File: src/rtl/tmr_host_pkg.sv
package tmr_host_pkg;
  localparam int DATA_W = 8;
  localparam int CNT_W  = 2 * DATA_W;
  localparam int MODE_W = 3;

  typedef enum logic [1:0] {
    ACC_CAPT = 2'd0,
    ACC_LO   = 2'd1,
    ACC_HI   = 2'd2,
    ACC_PAIR = 2'd3
  } acc_e;

  // mode codes 6/7 alias 2/3
  function automatic logic [MODE_W-1:0] fold_mode(input logic [MODE_W-1:0] m);
    return (m[2:1] == 2'b11) ? {1'b0, m[1:0]} : m;
  endfunction
endpackage

File: src/rtl/tmr_host_dec.sv
module tmr_host_dec
  import tmr_host_pkg::*;
#(
  parameter int NUM_CH = 3
) (
  input  logic [1:0]        addr_i,
  input  logic [DATA_W-1:0] wdata_i,
  input  logic              wr_i,
  input  logic              rd_i,
  output logic [NUM_CH-1:0] ctrl_hit_o,
  output logic              capt_o,
  output acc_e              acc_o,
  output logic [MODE_W-1:0] mode_o,
  output logic              bcd_o,
  output logic [NUM_CH-1:0] cnt_we_o,
  output logic [NUM_CH-1:0] cnt_re_o
);
  localparam logic [1:0] CTRL_ADDR = 2'd3;

  logic ctrl_wr;
  assign ctrl_wr = wr_i && (addr_i == CTRL_ADDR);
  assign acc_o   = acc_e'(wdata_i[5:4]);
  assign capt_o  = (wdata_i[5:4] == 2'b00);
  assign mode_o  = fold_mode(wdata_i[3:1]);
  assign bcd_o   = wdata_i[0];

  for (genvar g = 0; g < NUM_CH; g++) begin : g_hit
    assign ctrl_hit_o[g] = ctrl_wr && (wdata_i[7:6] == 2'(g));
    assign cnt_we_o[g]   = wr_i && (addr_i == 2'(g));
    assign cnt_re_o[g]   = rd_i && (addr_i == 2'(g));
  end
endmodule

File: src/rtl/tmr_host_chan.sv
module tmr_host_chan
  import tmr_host_pkg::*;
(
  input  logic              clk_i,
  input  logic              rst_ni,
  input  logic              ctrl_we_i,
  input  logic              capt_i,
  input  acc_e              acc_i,
  input  logic [MODE_W-1:0] mode_i,
  input  logic              bcd_i,
  input  logic              cnt_we_i,
  input  logic              cnt_re_i,
  input  logic [DATA_W-1:0] wdata_i,
  input  logic [CNT_W-1:0]  live_i,
  output logic [MODE_W-1:0] mode_o,
  output logic              bcd_o,
  output logic              load_o,
  output logic [CNT_W-1:0]  load_val_o,
  output logic              first_o,
  output logic [DATA_W-1:0] rbyte_o
);
  acc_e              acc_q;
  logic [MODE_W-1:0] mode_q;
  logic              bcd_q;
  logic              wr_tog_q, rd_tog_q;
  logic              held_q;
  logic [CNT_W-1:0]  hold_val_q;
  logic [DATA_W-1:0] lo_byte_q;
  logic              load_q, first_q;
  logic [CNT_W-1:0]  load_val_q;
  logic [CNT_W-1:0]  src;

  always_ff @(posedge clk_i or negedge rst_ni) begin
    if (!rst_ni) begin
      acc_q      <= ACC_PAIR;
      mode_q     <= '0;
      bcd_q      <= 1'b0;
      wr_tog_q   <= 1'b0;
      rd_tog_q   <= 1'b0;
      held_q     <= 1'b0;
      hold_val_q <= '0;
      lo_byte_q  <= '0;
      load_q     <= 1'b0;
      first_q    <= 1'b0;
      load_val_q <= '0;
    end else begin
      load_q  <= 1'b0;
      first_q <= 1'b0;
      if (ctrl_we_i) begin
        if (capt_i) begin
          if (!held_q) begin
            held_q     <= 1'b1;
            hold_val_q <= live_i;
          end
        end else begin
          acc_q    <= acc_i;
          mode_q   <= mode_i;
          bcd_q    <= bcd_i;
          wr_tog_q <= 1'b0;
          rd_tog_q <= 1'b0;
          held_q   <= 1'b0;
        end
      end
      if (cnt_we_i) begin
        unique case (acc_q)
          ACC_LO: begin
            load_val_q <= {{DATA_W{1'b0}}, wdata_i};
            load_q     <= 1'b1;
          end
          ACC_HI: begin
            load_val_q <= {wdata_i, {DATA_W{1'b0}}};
            load_q     <= 1'b1;
          end
          ACC_PAIR: begin
            if (!wr_tog_q) begin
              lo_byte_q <= wdata_i;
              first_q   <= 1'b1;
              wr_tog_q  <= 1'b1;
            end else begin
              load_val_q <= {wdata_i, lo_byte_q};
              load_q     <= 1'b1;
              wr_tog_q   <= 1'b0;
            end
          end
          default: ;
        endcase
      end
      if (cnt_re_i) begin
        unique case (acc_q)
          ACC_LO, ACC_HI: held_q <= 1'b0;
          ACC_PAIR: begin
            rd_tog_q <= ~rd_tog_q;
            if (rd_tog_q) held_q <= 1'b0;
          end
          default: ;
        endcase
      end
    end
  end

  assign src = held_q ? hold_val_q : live_i;

  always_comb begin
    unique case (acc_q)
      ACC_HI:   rbyte_o = src[CNT_W-1:DATA_W];
      ACC_PAIR: rbyte_o = rd_tog_q ? src[CNT_W-1:DATA_W] : src[DATA_W-1:0];
      default:  rbyte_o = src[DATA_W-1:0];
    endcase
  end

  assign mode_o     = mode_q;
  assign bcd_o      = bcd_q;
  assign load_o     = load_q;
  assign load_val_o = load_val_q;
  assign first_o    = first_q;
endmodule

File: src/rtl/tmr_host_if.sv
module tmr_host_if
  import tmr_host_pkg::*;
#(
  parameter int NUM_CH = 3
) (
  input  logic                     clk_i,
  input  logic                     rst_ni,
  input  logic [1:0]               addr_i,
  input  logic [DATA_W-1:0]        wdata_i,
  input  logic                     wr_i,
  input  logic                     rd_i,
  output logic [DATA_W-1:0]        rdata_o,
  input  logic [NUM_CH*CNT_W-1:0]  live_cnt_i,
  output logic [NUM_CH*MODE_W-1:0] mode_o,
  output logic [NUM_CH-1:0]        bcd_o,
  output logic [NUM_CH-1:0]        load_o,
  output logic [NUM_CH*CNT_W-1:0]  load_val_o,
  output logic [NUM_CH-1:0]        first_byte_o
);
  logic [NUM_CH-1:0] ctrl_hit, cnt_we, cnt_re;
  logic              capt, dec_bcd;
  acc_e              dec_acc;
  logic [MODE_W-1:0] dec_mode;
  logic [DATA_W-1:0] rbyte [NUM_CH];

  tmr_host_dec #(.NUM_CH(NUM_CH)) u_dec (
    .addr_i     (addr_i),
    .wdata_i    (wdata_i),
    .wr_i       (wr_i),
    .rd_i       (rd_i),
    .ctrl_hit_o (ctrl_hit),
    .capt_o     (capt),
    .acc_o      (dec_acc),
    .mode_o     (dec_mode),
    .bcd_o      (dec_bcd),
    .cnt_we_o   (cnt_we),
    .cnt_re_o   (cnt_re)
  );

  for (genvar g = 0; g < NUM_CH; g++) begin : g_ch
    tmr_host_chan u_chan (
      .clk_i      (clk_i),
      .rst_ni     (rst_ni),
      .ctrl_we_i  (ctrl_hit[g]),
      .capt_i     (capt),
      .acc_i      (dec_acc),
      .mode_i     (dec_mode),
      .bcd_i      (dec_bcd),
      .cnt_we_i   (cnt_we[g]),
      .cnt_re_i   (cnt_re[g]),
      .wdata_i    (wdata_i),
      .live_i     (live_cnt_i[g*CNT_W +: CNT_W]),
      .mode_o     (mode_o[g*MODE_W +: MODE_W]),
      .bcd_o      (bcd_o[g]),
      .load_o     (load_o[g]),
      .load_val_o (load_val_o[g*CNT_W +: CNT_W]),
      .first_o    (first_byte_o[g]),
      .rbyte_o    (rbyte[g])
    );
  end

  always_comb begin
    rdata_o = '0;
    for (int i = 0; i < NUM_CH; i++)
      if (addr_i == 2'(i)) rdata_o = rbyte[i];
  end
endmodule

File: config.mk
export PLATFORM = sky130hd
export DESIGN_NAME = tmr_host_if
export DESIGN_NICKNAME = d
export VERILOG_FILES = /design/src/rtl/tmr_host_pkg.sv /design/src/rtl/tmr_host_dec.sv /design/src/rtl/tmr_host_chan.sv /design/src/rtl/tmr_host_if.sv
export SDC_FILE = /design/constraint.sdc
export NUM_CORES = 1
export LEC_CHECK = 0
export ABC_AREA = 1
export BUFFER_PORTS_ARGS = -buffer_cell sky130_fd_sc_hd__buf_2
export CAP_MARGIN = 30
export CELL_PAD_IN_SITES_DETAIL_PLACEMENT = 0
export CELL_PAD_IN_SITES_GLOBAL_PLACEMENT = 2
export CORE_ASPECT_RATIO = 1.75
export CORE_MARGIN = 5
export CORE_UTILIZATION = 33
export CTS_BUF_LIST = sky130_fd_sc_hd__clkbuf_4
export DETAILED_ROUTE_END_ITERATION = 8
export PLACE_DENSITY = 0.83
export SYNTH_ARGS = -nofsm -noshare
export SYNTH_HDL_FRONTEND = slang
export SYNTH_HIERARCHICAL = 1
export SYNTH_SLANG_ARGS = --single-unit
File: constraint.sdc
create_clock -name clk_i -period 2.3 [get_ports clk_i]
set_clock_uncertainty 0.05 [all_clocks]
set_input_delay 0.115 -clock clk_i [delete_from_list [all_inputs] [get_ports clk_i]]
set_output_delay 0.115 -clock clk_i [all_outputs]
set_load 0.05 [all_outputs]
# Word-level counts from Yosys, hierarchy flattened
# Index checks and enable logic that the tools add are counted.
word_totals:
  reg_bits: 153
  inputBits: 62
  elab_cells: 163
classes:
  eq_ne: 18
  muxes: 74
  n_bitwise: 7
  n_reduce_logical: 31
op_table:
  columns: ["op", "count"]
  rows:
  - ["case mux 16 bit (3 select lines)", 3]
  - ["2-to-1 mux 16 bit", 6]
  - ["2-to-1 mux 1 bit", 49]
  - ["2-to-1 mux 8 bit", 6]
  - ["case mux 8 bit (2 select lines)", 3]
  - ["equality test 2 bit, second input constant", 10]
  - ["AND reduction 3 bit", 6]
  - ["case mux 1 bit (2 select lines)", 6]
  - ["AND reduction 2 bit", 6]
  - ["equality test 2 x 1 -> 1 bit, second input constant", 5]
  - ["logical AND 1 bit", 10]
  - ["nonzero test 3 bit", 3]
  - ["inverter 1 bit", 7]
  - ["logical NOT 2 bit", 3]
  - ["inequality test 2 x 1 -> 1 bit, second input constant", 3]
  - ["OR reduction 2 bit", 3]
  - ["2-to-1 mux 3 bit", 1]

# Depth between registers and ports, before layout
# Gate-level depths: netlist (run 1).
logic_depth:
  depth_word: 7
  depth_mapped: 9
  depth_no_buf: 9

# Modules after synthesis
# Netlist (run 1), hierarchy kept.
modules_own_cells:
  columns: ["module", "instances", "cells_per_inst", "area_each_um2", "seq_area_each_um2"]
  rows:
  - ["tmr_host_chan at g_ch[2].u_chan", 1, 357, 2635.0, 1278.7]
  - ["tmr_host_chan at g_ch[0].u_chan", 1, 357, 2630.0, 1278.7]
  - ["tmr_host_chan at g_ch[1].u_chan", 1, 356, 2595.0, 1278.7]
  - ["tmr_host_if", 1, 37, 187.7, 0.0]
  - ["tmr_host_dec", 1, 29, 136.4, 0.0]

# Worst setup path before layout (run 1)
# Ideal clock, no wire load.
synth_path:
  kind: "register to output"
  startpoint: "register g_ch[1].u_chan.acc_q[0]"
  endpoint: "output rdata_o[6]"
  arrival_ns: 1.856
  required_ns: 2.135
  path_slack_ns: 0.279
  path_stages_with_launch: 9
  path_buffers: 1
  path_cell_list: "dfstp_2 inv_1 ha_1 or2_2 buf_2 nand3_1 nand2_1 nand3_1 nand3_1"
synth_rtl:
  columns: ["item", "line", "source"]
  rows:
  - ["start: declaration", "tmr_host_chan.sv:22", "acc_e acc_q;"]
  - ["start signal: assignment", "tmr_host_chan.sv:56", "acc_q <= acc_i;"]
  - ["end: declaration", "tmr_host_if.sv:12", "output logic [DATA_W-1:0] rdata_o,"]

==> results.json, run 1 <==
{
  "path_cells": "inv_4 > ha_4 > or2_4 > nand3_1 > nand2_1 > nand3_1 > nand3_2 > buf_8",
  "syn_nets": 1213,
  "cp_common_cell": "nand3_1",
  "overflow": 0,
  "die_h_microns": 218,
  "via_per_inst": 4.58,
  "synth_cells": 1136,
  "min_period_over_period_pct": 106,
  "worstHoldPathCells": 6,
  "grt_antenna_before_repair": 1,
  "path_max_fanout": 8,
  "internal_power_mw": 6.07,
  "clock_latency_ps": 590,
  "reg2regPathDepth": 8,
  "nets": 1423,
  "cts_tree": "done",
  "die-area_sq_mm": 0.0282,
  "pwr-share-comb_pct": 47.6,
  "status": "complete, but fails checks",
  "tightest_slew_ps": 429,
  "pwr-share-seq_pct": 35.6,
  "slew_headroom_pct": 71.3,
  "whs_ps": 334,
  "dr.pass1.iters": 5,
  "first_iter_violations": 457,
  "final_common_cell": "nand2_1",
  "setup.worst_path.end_class": "output port",
  "finalWorstSetupSlack_ps": -132,
  "drtAntennaViolNets": 0,
  "cts.sinks": 153,
  "vias": 7664,
  "layout_common_cells": "649 x nand2_1, 145 x dfrtp_1, 126 x buf_2",
  "io_buffers": 135,
  "maxSlewViolCount": 0,
  "grt_max_degree": 52,
  "avgSynthCellArea_sq_um": 7.20,
  "synth_cell_type_count": 26,
  "required_ps": 2130,
  "clk_pin_slew_ps": 130,
  "yosysTopAreaCell": "dfrtp_1",
  "start_util_pct": 33.4,
  "synth-seq-cells": 153,
  "rr_endpoint": "g_ch[2].u_chan/load_val_o[7]$_DFFE_PN0P_",
  "place_ws_ps": 195,
  "die_w_microns": 129,
  "ys_warn_count": 6,
  "reg2reg_from": "g_ch[2].u_chan/acc_q[0]$_DFFE_PN1P_",
  "cap_viol_max_count": 0,
  "syn_area_sq_mm": 0.00818,
  "hold_class": "primary input to flip-flop",
  "wl_microns": 25900,
  "synth_seq_area_share_pct": 46.9,
  "synth_top_area_share_pct": 44.9,
  "total_power_mw": 11.6,
  "failed_checks": "setup timing",
  "cts_max_level": 4,
  "route.detailed.drc": 0,
  "track_usage_pct": 19.2,
  "globalplace.congestion": 0.784,
  "grt_pass1_wl_microns": 41500,
  "synth-simple-area-share_pct": 40.3,
  "rows": 76,
  "slowest_stage": "dfstp_2",
  "min_to": "g_ch[0].u_chan/hold_val_q[14]$_DFFE_PN0P_",
  "p_clk_share_pct": 16.8,
  "swShare_pct": 47.6,
  "rsz0062_at_grt": "yes",
  "syn2layout_area_growth_pct": 28.8,
  "slowest_delay_ps": 640,
  "wl_per_cell_microns": 15.5,
  "layout_min_cycle_time_ps": 2430,
  "cp.arrival_ps": 2270,
  "reg2reg_slack_ps": 520,
  "critical_path_class": "flip-flop to output port",
  "grt_pass1_vias": 7812,
  "power.density_mw_per_mm2": 1100,
  "yosys-mux-area-fraction_pct": 0,
  "hp-start": "live_cnt_i[14]",
  "switching_power_mw": 5.51,
  "synth_top_family_by_area": "simple AND/OR/NAND/NOR gates",
  "io_pins": 136,
  "p_leak_nw": 6.03,
  "fmax_ghz": 0.411,
  "finalSetupViolations": 8,
  "cts_made_buffers": 17,
  "fin_cells": 1672,
  "synth_compound_area_share_pct": 2.86,
  "dp_hpwl_microns": 18900,
  "clockBufferDepth": 2,
  "synth.area.top_cells": "dfrtp_1 45%, nand2_1 30%, nand3_1 5.5%",
  "dp_cells": 1566,
  "synth-xor-area-share_pct": 0,
  "synth_fa_ha_area_share_pct": 2.29,
  "start_kind": "flip-flop",
  "setup_tns_ps": -914,
  "clockRootBuffer": "clkbuf_4",
  "core-area_sq_mm": 0.0245,
  "final-hold-violation-count": 0,
  "max-vdd-ir-drop_v": 0.000735,
  "drive_above_1_share_pct": 22.6
}
-- worst max path at each step --
stage,startpoint,endpoint,slack [ps],cells past startpoint
2_1_floorplan,g_ch[1].u_chan/acc_q[0]$_DFFE_PN1P_,rdata_o[6],280,8
3_3_place_gp,g_ch[1].u_chan/acc_q[0]$_DFFE_PN1P_,rdata_o[5],230,10
3_5_place_dp,g_ch[1].u_chan/acc_q[0]$_DFFE_PN1P_,rdata_o[1],200,10
4_1_cts,g_ch[2].u_chan/acc_q[0]$_DFFE_PN1P_,rdata_o[5],-190,8
5_1_grt,g_ch[1].u_chan/acc_q[0]$_DFFE_PN1P_,rdata_o[6],-290,8
6_report,g_ch[1].u_chan/acc_q[0]$_DFFE_PN1P_,rdata_o[5],-130,8
-- synth_stat cells --
cell type / instances
buf_6: 12
dfrtp_1: 147
nand2_2: 10
nor2_2: 3
o21ai_2: 5
a21oi_1: 9
o21ai_1: 23
nor2_4: 5
dfstp_2: 6
nor3_1: 7
nor2_1: 29
buf_2: 12
ha_1: 15
inv_1: 42
or2_0: 1
nand2_1: 656
nand2_4: 7
nand3_2: 1
inv_4: 3
buf_12: 1
inv_2: 26
nand3_1: 90
or2_1: 1
or2_2: 1
buf_4: 18
o21ai_0: 6
-- per-stage QoR --
step / util [%] / area (sq um)
finish: 43.0 / 10500
global route: 43.0 / 10500
CTS: 42.5 / 10400
detailed placement: 37.2 / 9130
global placement: 37.2 / 9130
floorplan: - / 8180
-- logic make-up (layout without fill, tap and decap cells) --
kind of cell    count (synthesis)  count (layout)
simple gates                  811             811
flops                         153             153
buf+inv                       114             337
compound gates                 43              43
fa+ha+maj                      15              15
other cells                     0               1
-- layout make-up --
cell class,instances,area [sq um]
diodes,1,2.50
clock buffers,17,128
clock inverters,15,204
fillers,2628,14000
inverters,71,282
multi-input cells,869,3990
flip-flops and latches,153,3840
well taps,312,390
repair buffers,234,1700
-- power groups by stage --
stage | Clock, mW | Sequential, mW | Combinational [mW]
floorplan | 0 | 5.57 | 2.36
global placement | 0 | 4.12 | 5.17
detailed placement | 0 | 4.14 | 5.19
CTS | 2.04 | 4.12 | 5.52
global route | 2.14 | 4.24 | 6.05
finish | 1.95 | 4.12 | 5.51
-- flip-flops by register name, summed over array words and instances (netlist names), 6 cells and up --
name                    cells
g_ch.u_chan/mode_o          9
g_ch.u_chan/acc_q           6
g_ch.u_chan/load_val_o     48
g_ch.u_chan/lo_byte_q      24
g_ch.u_chan/hold_val_q     48
-- layer usage --
metal	GRT usage (%)	share of wire [%]	vias to the layer above
li1	-	-	3903
met1	21.8	39	3577
met2	35.5	55	156
met3	3.62	3.6	28
met4	6.03	2.3	0
met5	0	0	-
-- critical path: cells and delay by family, from the launching register on --
family                   cells  cell delay (ps)
flip-flops                   1              640
AND/OR/NAND/NOR              5              640
buffers and inverters        2              220
adder cells (fa/ha/maj)      1              170
-- repair_timing --
action | CTS | global route
hold buffers | 67 | 0
setup endpoints to repair | 8 | 8
endpoints found under the hold margin | 293 | 0
gates resized for setup | 66 | 17
buffers inserted | 2 | 4
pin swaps | 15 | 14
No activity file was read; power rests on OpenSTA's default activity.
==> inputs of run 2 (changes only) <==
Settings changed: CORE_MARGIN 5 to 8, PLACE_DENSITY 0.83 to 0.82, SYNTH_HIERARCHICAL 1 to default.
==> run 2 against run 1 <==
  * The flow still finishes with violations (setup timing)
  * Synthesized area fell by 8.5%
  * Via count fell by 10%
  * First-iteration DRC count fell by 39%
  * Setup slack improved by 130 ps
  * Flip-flop and latch count did not move
  * Cell count fell by 10%
  * Sequential power fell by 10%
  * Non-clock buffer count rose by 1
  * Design area fell by 7.6%
  * Critical endpoint is now rdata_o[6]
==> results.json, run 2 <==
{
  "status": "complete, but fails checks",
  "failed_checks": "setup timing",
  "reg2regPathDepth": 7,
  "cts_tree": "done",
  "synth_most_common_cell": "nand2_1",
  "wl_microns": 24900,
  "cp.arrival_ps": 2140,
  "slowest_delay_ps": 610,
  "die_w_microns": 130,
  "slowest_stage": "dfstp_2",
  "synth_cells": 979,
  "io_buffers": 135,
  "track_usage_pct": 18.5,
  "p_leak_nw": 5.27,
  "fmax_ghz": 0.433,
  "dp_hpwl_microns": 18500,
  "rows": 73,
  "globalplace.congestion": 0.822,
  "rsz0062_at_grt": "yes",
  "max-vdd-ir-drop_v": 0.000605,
  "cts_made_buffers": 17,
  "async_flop_share_pct": 100,
  "drtAntennaViolNets": 0,
  "cts.sinks": 153,
  "ys_warn_count": 0,
  "final_common_cell": "nand2_1",
  "critical_path_class": "flip-flop to output port",
  "final-hold-violation-count": 0,
  "clk_pin_slew_ps": 130,
  "syn2layout_area_growth_pct": 30.0,
  "dr.pass1.iters": 4,
  "cp_common_cell": "nand2_1",
  "slew_headroom_pct": 59.7,
  "route.detailed.drc": 0,
  "synth_seq_area_share_pct": 51.2,
  "clockBufferDepth": 2,
  "grt_antenna_before_repair": 1,
  "required_ps": 2130,
  "crit_path_start": "g_ch[1].u_chan.acc_q[0]$_DFFE_PN1P_",
  "cts_max_level": 4,
  "synthFlopType": "dfrtp_1",
  "clockRootBuffer": "clkbuf_4",
  "finalSetupViolations": 1,
  "grt_pass1_wl_microns": 39600,
  "layout_min_cycle_time_ps": 2310,
  "nets": 1256,
  "start_kind": "flip-flop",
  "yosysTopAreaCell": "dfrtp_1",
  "avgSynthCellArea_sq_um": 7.65,
  "synth_cell_type_count": 30,
  "fillCellCount": 2356,
  "cp-endpoint": "rdata_o[6]",
  "hold_class": "primary input to async pin",
  "reg2reg_from": "g_ch[1].u_chan.acc_q[0]$_DFFE_PN1P_",
  "layout_common_cells": "528 x nand2_1, 147 x dfrtp_1, 126 x buf_2",
  "cap_viol_max_count": 0,
  "reg2reg_slack_ps": 260,
  "whs_ps": 51.1,
  "path_max_fanout": 8,
  "setup.worst_path.end_class": "output port",
  "finalWorstSetupSlack_ps": -7.21,
  "clock_latency_ps": 580,
  "grt_pass1_vias": 7279,
  "synth.area.top_cells": "dfrtp_1 49%, nand2_1 27%, o21ai_0 4.5%",
  "via_per_inst": 4.59,
  "syn_area_sq_mm": 0.00749,
  "maxSlewViolCount": 0,
  "start_util_pct": 33.3,
  "io_pins": 136,
  "power.density_mw_per_mm2": 961,
  "synth_common_cells": "537 x nand2_1, 147 x dfrtp_1, 67 x o21ai_0, 28 x inv_1, 28 x nand3_1",
  "path_cells": "inv_2 > ha_4 > inv_1 > nand2_2 > nand2_4 > nand2_1 > nand2_1 > nand2_1 > nand3_2 > buf_8",
  "tightest_slew_ps": 603,
  "grt_max_degree": 50,
  "vias": 6881,
  "wl_per_cell_microns": 16.6,
  "drive_above_1_share_pct": 23.1,
  "min_period_over_period_pct": 100,
  "first_iter_violations": 277,
  "synth_edf_count": 0,
  "synth-seq-cells": 153,
  "rr_endpoint": "g_ch[1].u_chan.load_val_o[13]$_DFFE_PN0P_",
  "synth_top_area_share_pct": 49.1,
  "overflow": 0,
  "core-area_sq_mm": 0.0225,
  "die-area_sq_mm": 0.0280,
  "setup_tns_ps": -7.21,
  "die_h_microns": 215,
  "syn_nets": 1050
}
==> run 2: routing by layer <==
metal / GRT usage (%) / wire [microns] / share of wire (%)
met2: 34.6 / 13700 / 55
met1: 19.8 / 9790 / 39
met5: 0 / 0 / 0
met3: 3.64 / 825 / 3.3
met4: 6.38 / 492 / 2.0
==> run 2: worst min path at each step <==
stage | start | to | slack [ps]
after floorplan | rst_ni | g_ch[0].u_chan.bcd_o$_DFFE_PN0P_ | -230
after global placement | rst_ni | g_ch[0].u_chan.hold_val_q[10]$_DFFE_PN0P_ | 30
after detailed placement | rst_ni | g_ch[0].u_chan.hold_val_q[10]$_DFFE_PN0P_ | 30
after CTS | rst_ni | g_ch[2].u_chan.acc_q[0]$_DFFE_PN1P_ | 10
after global routing | rst_ni | g_ch[2].u_chan.acc_q[0]$_DFFE_PN1P_ | 20
final | rst_ni | g_ch[2].u_chan.acc_q[0]$_DFFE_PN1P_ | 50
==> run 2: report_power, final <==
part / switching, mW / total, mW / internal (mW)
clock network: 1.00 / 1.44 / 0.440
registers: 0.381 / 3.69 / 3.31
logic: 3.05 / 4.22 / 1.17
==> run 2: critical path, delay by kind of cell (launching register included) <==
family / cells / cell delay (ps)
adders and majority gates: 1 / 170
buffers and inverters: 3 / 270
and+or+nand+nor: 6 / 510
DFF: 1 / 610
==> run 2: through the flow <==
step                util [%]  power [mW]  std cells  worst slack (ps)  instance area [sq um]
floorplan                  -        6.47        979               253                   7490
global placement        38.0        7.69       1397               172                   8540
detailed placement      38.0        7.70       1397               179                   8540
CTS                     43.1        9.47       1495             -65.7                   9680
global route            43.3        10.0       1499              -155                   9740
finish                  43.3        9.36       1499             -7.21                   9740
==> run 2: logic make-up (layout without fill, tap and decap cells) <==
group | count (synthesis) | after routing | share of synthesized area, %
AND/OR/NAND/NOR | 616 | 616 | 33.2
flip-flops | 153 | 153 | 51.2
AO/OA/AOI/OAI | 114 | 114 | 8.35
buffers and inverters | 87 | 306 | 5.70
adder cells (fa/ha/maj) | 9 | 9 | 1.50
other | 0 | 1 | 0
==> run 2: area by class of cell <==
cell class / count / area [sq um] / area share [%]
tap: 300 / 375 / 3.86
clock buffer: 19 / 143 / 1.47
clock inverter: 13 / 82.6 / 0.848
antenna: 1 / 2.50 / 0.0257
timing repair buffer: 235 / 1720 / 17.6
sequential: 153 / 3840 / 39.4
multi-input combinational: 739 / 3430 / 35.2
inverter: 39 / 153 / 1.57
==> run 2: timing repair <==
item	4_1_cts	5_1_grt
gates resized for setup	68	7
hold endpoints to repair	261	0
setup buffers	4	3
pin swaps	14	17
setup endpoints to repair	8	8
hold buffers	63	0
gates cloned	0	0
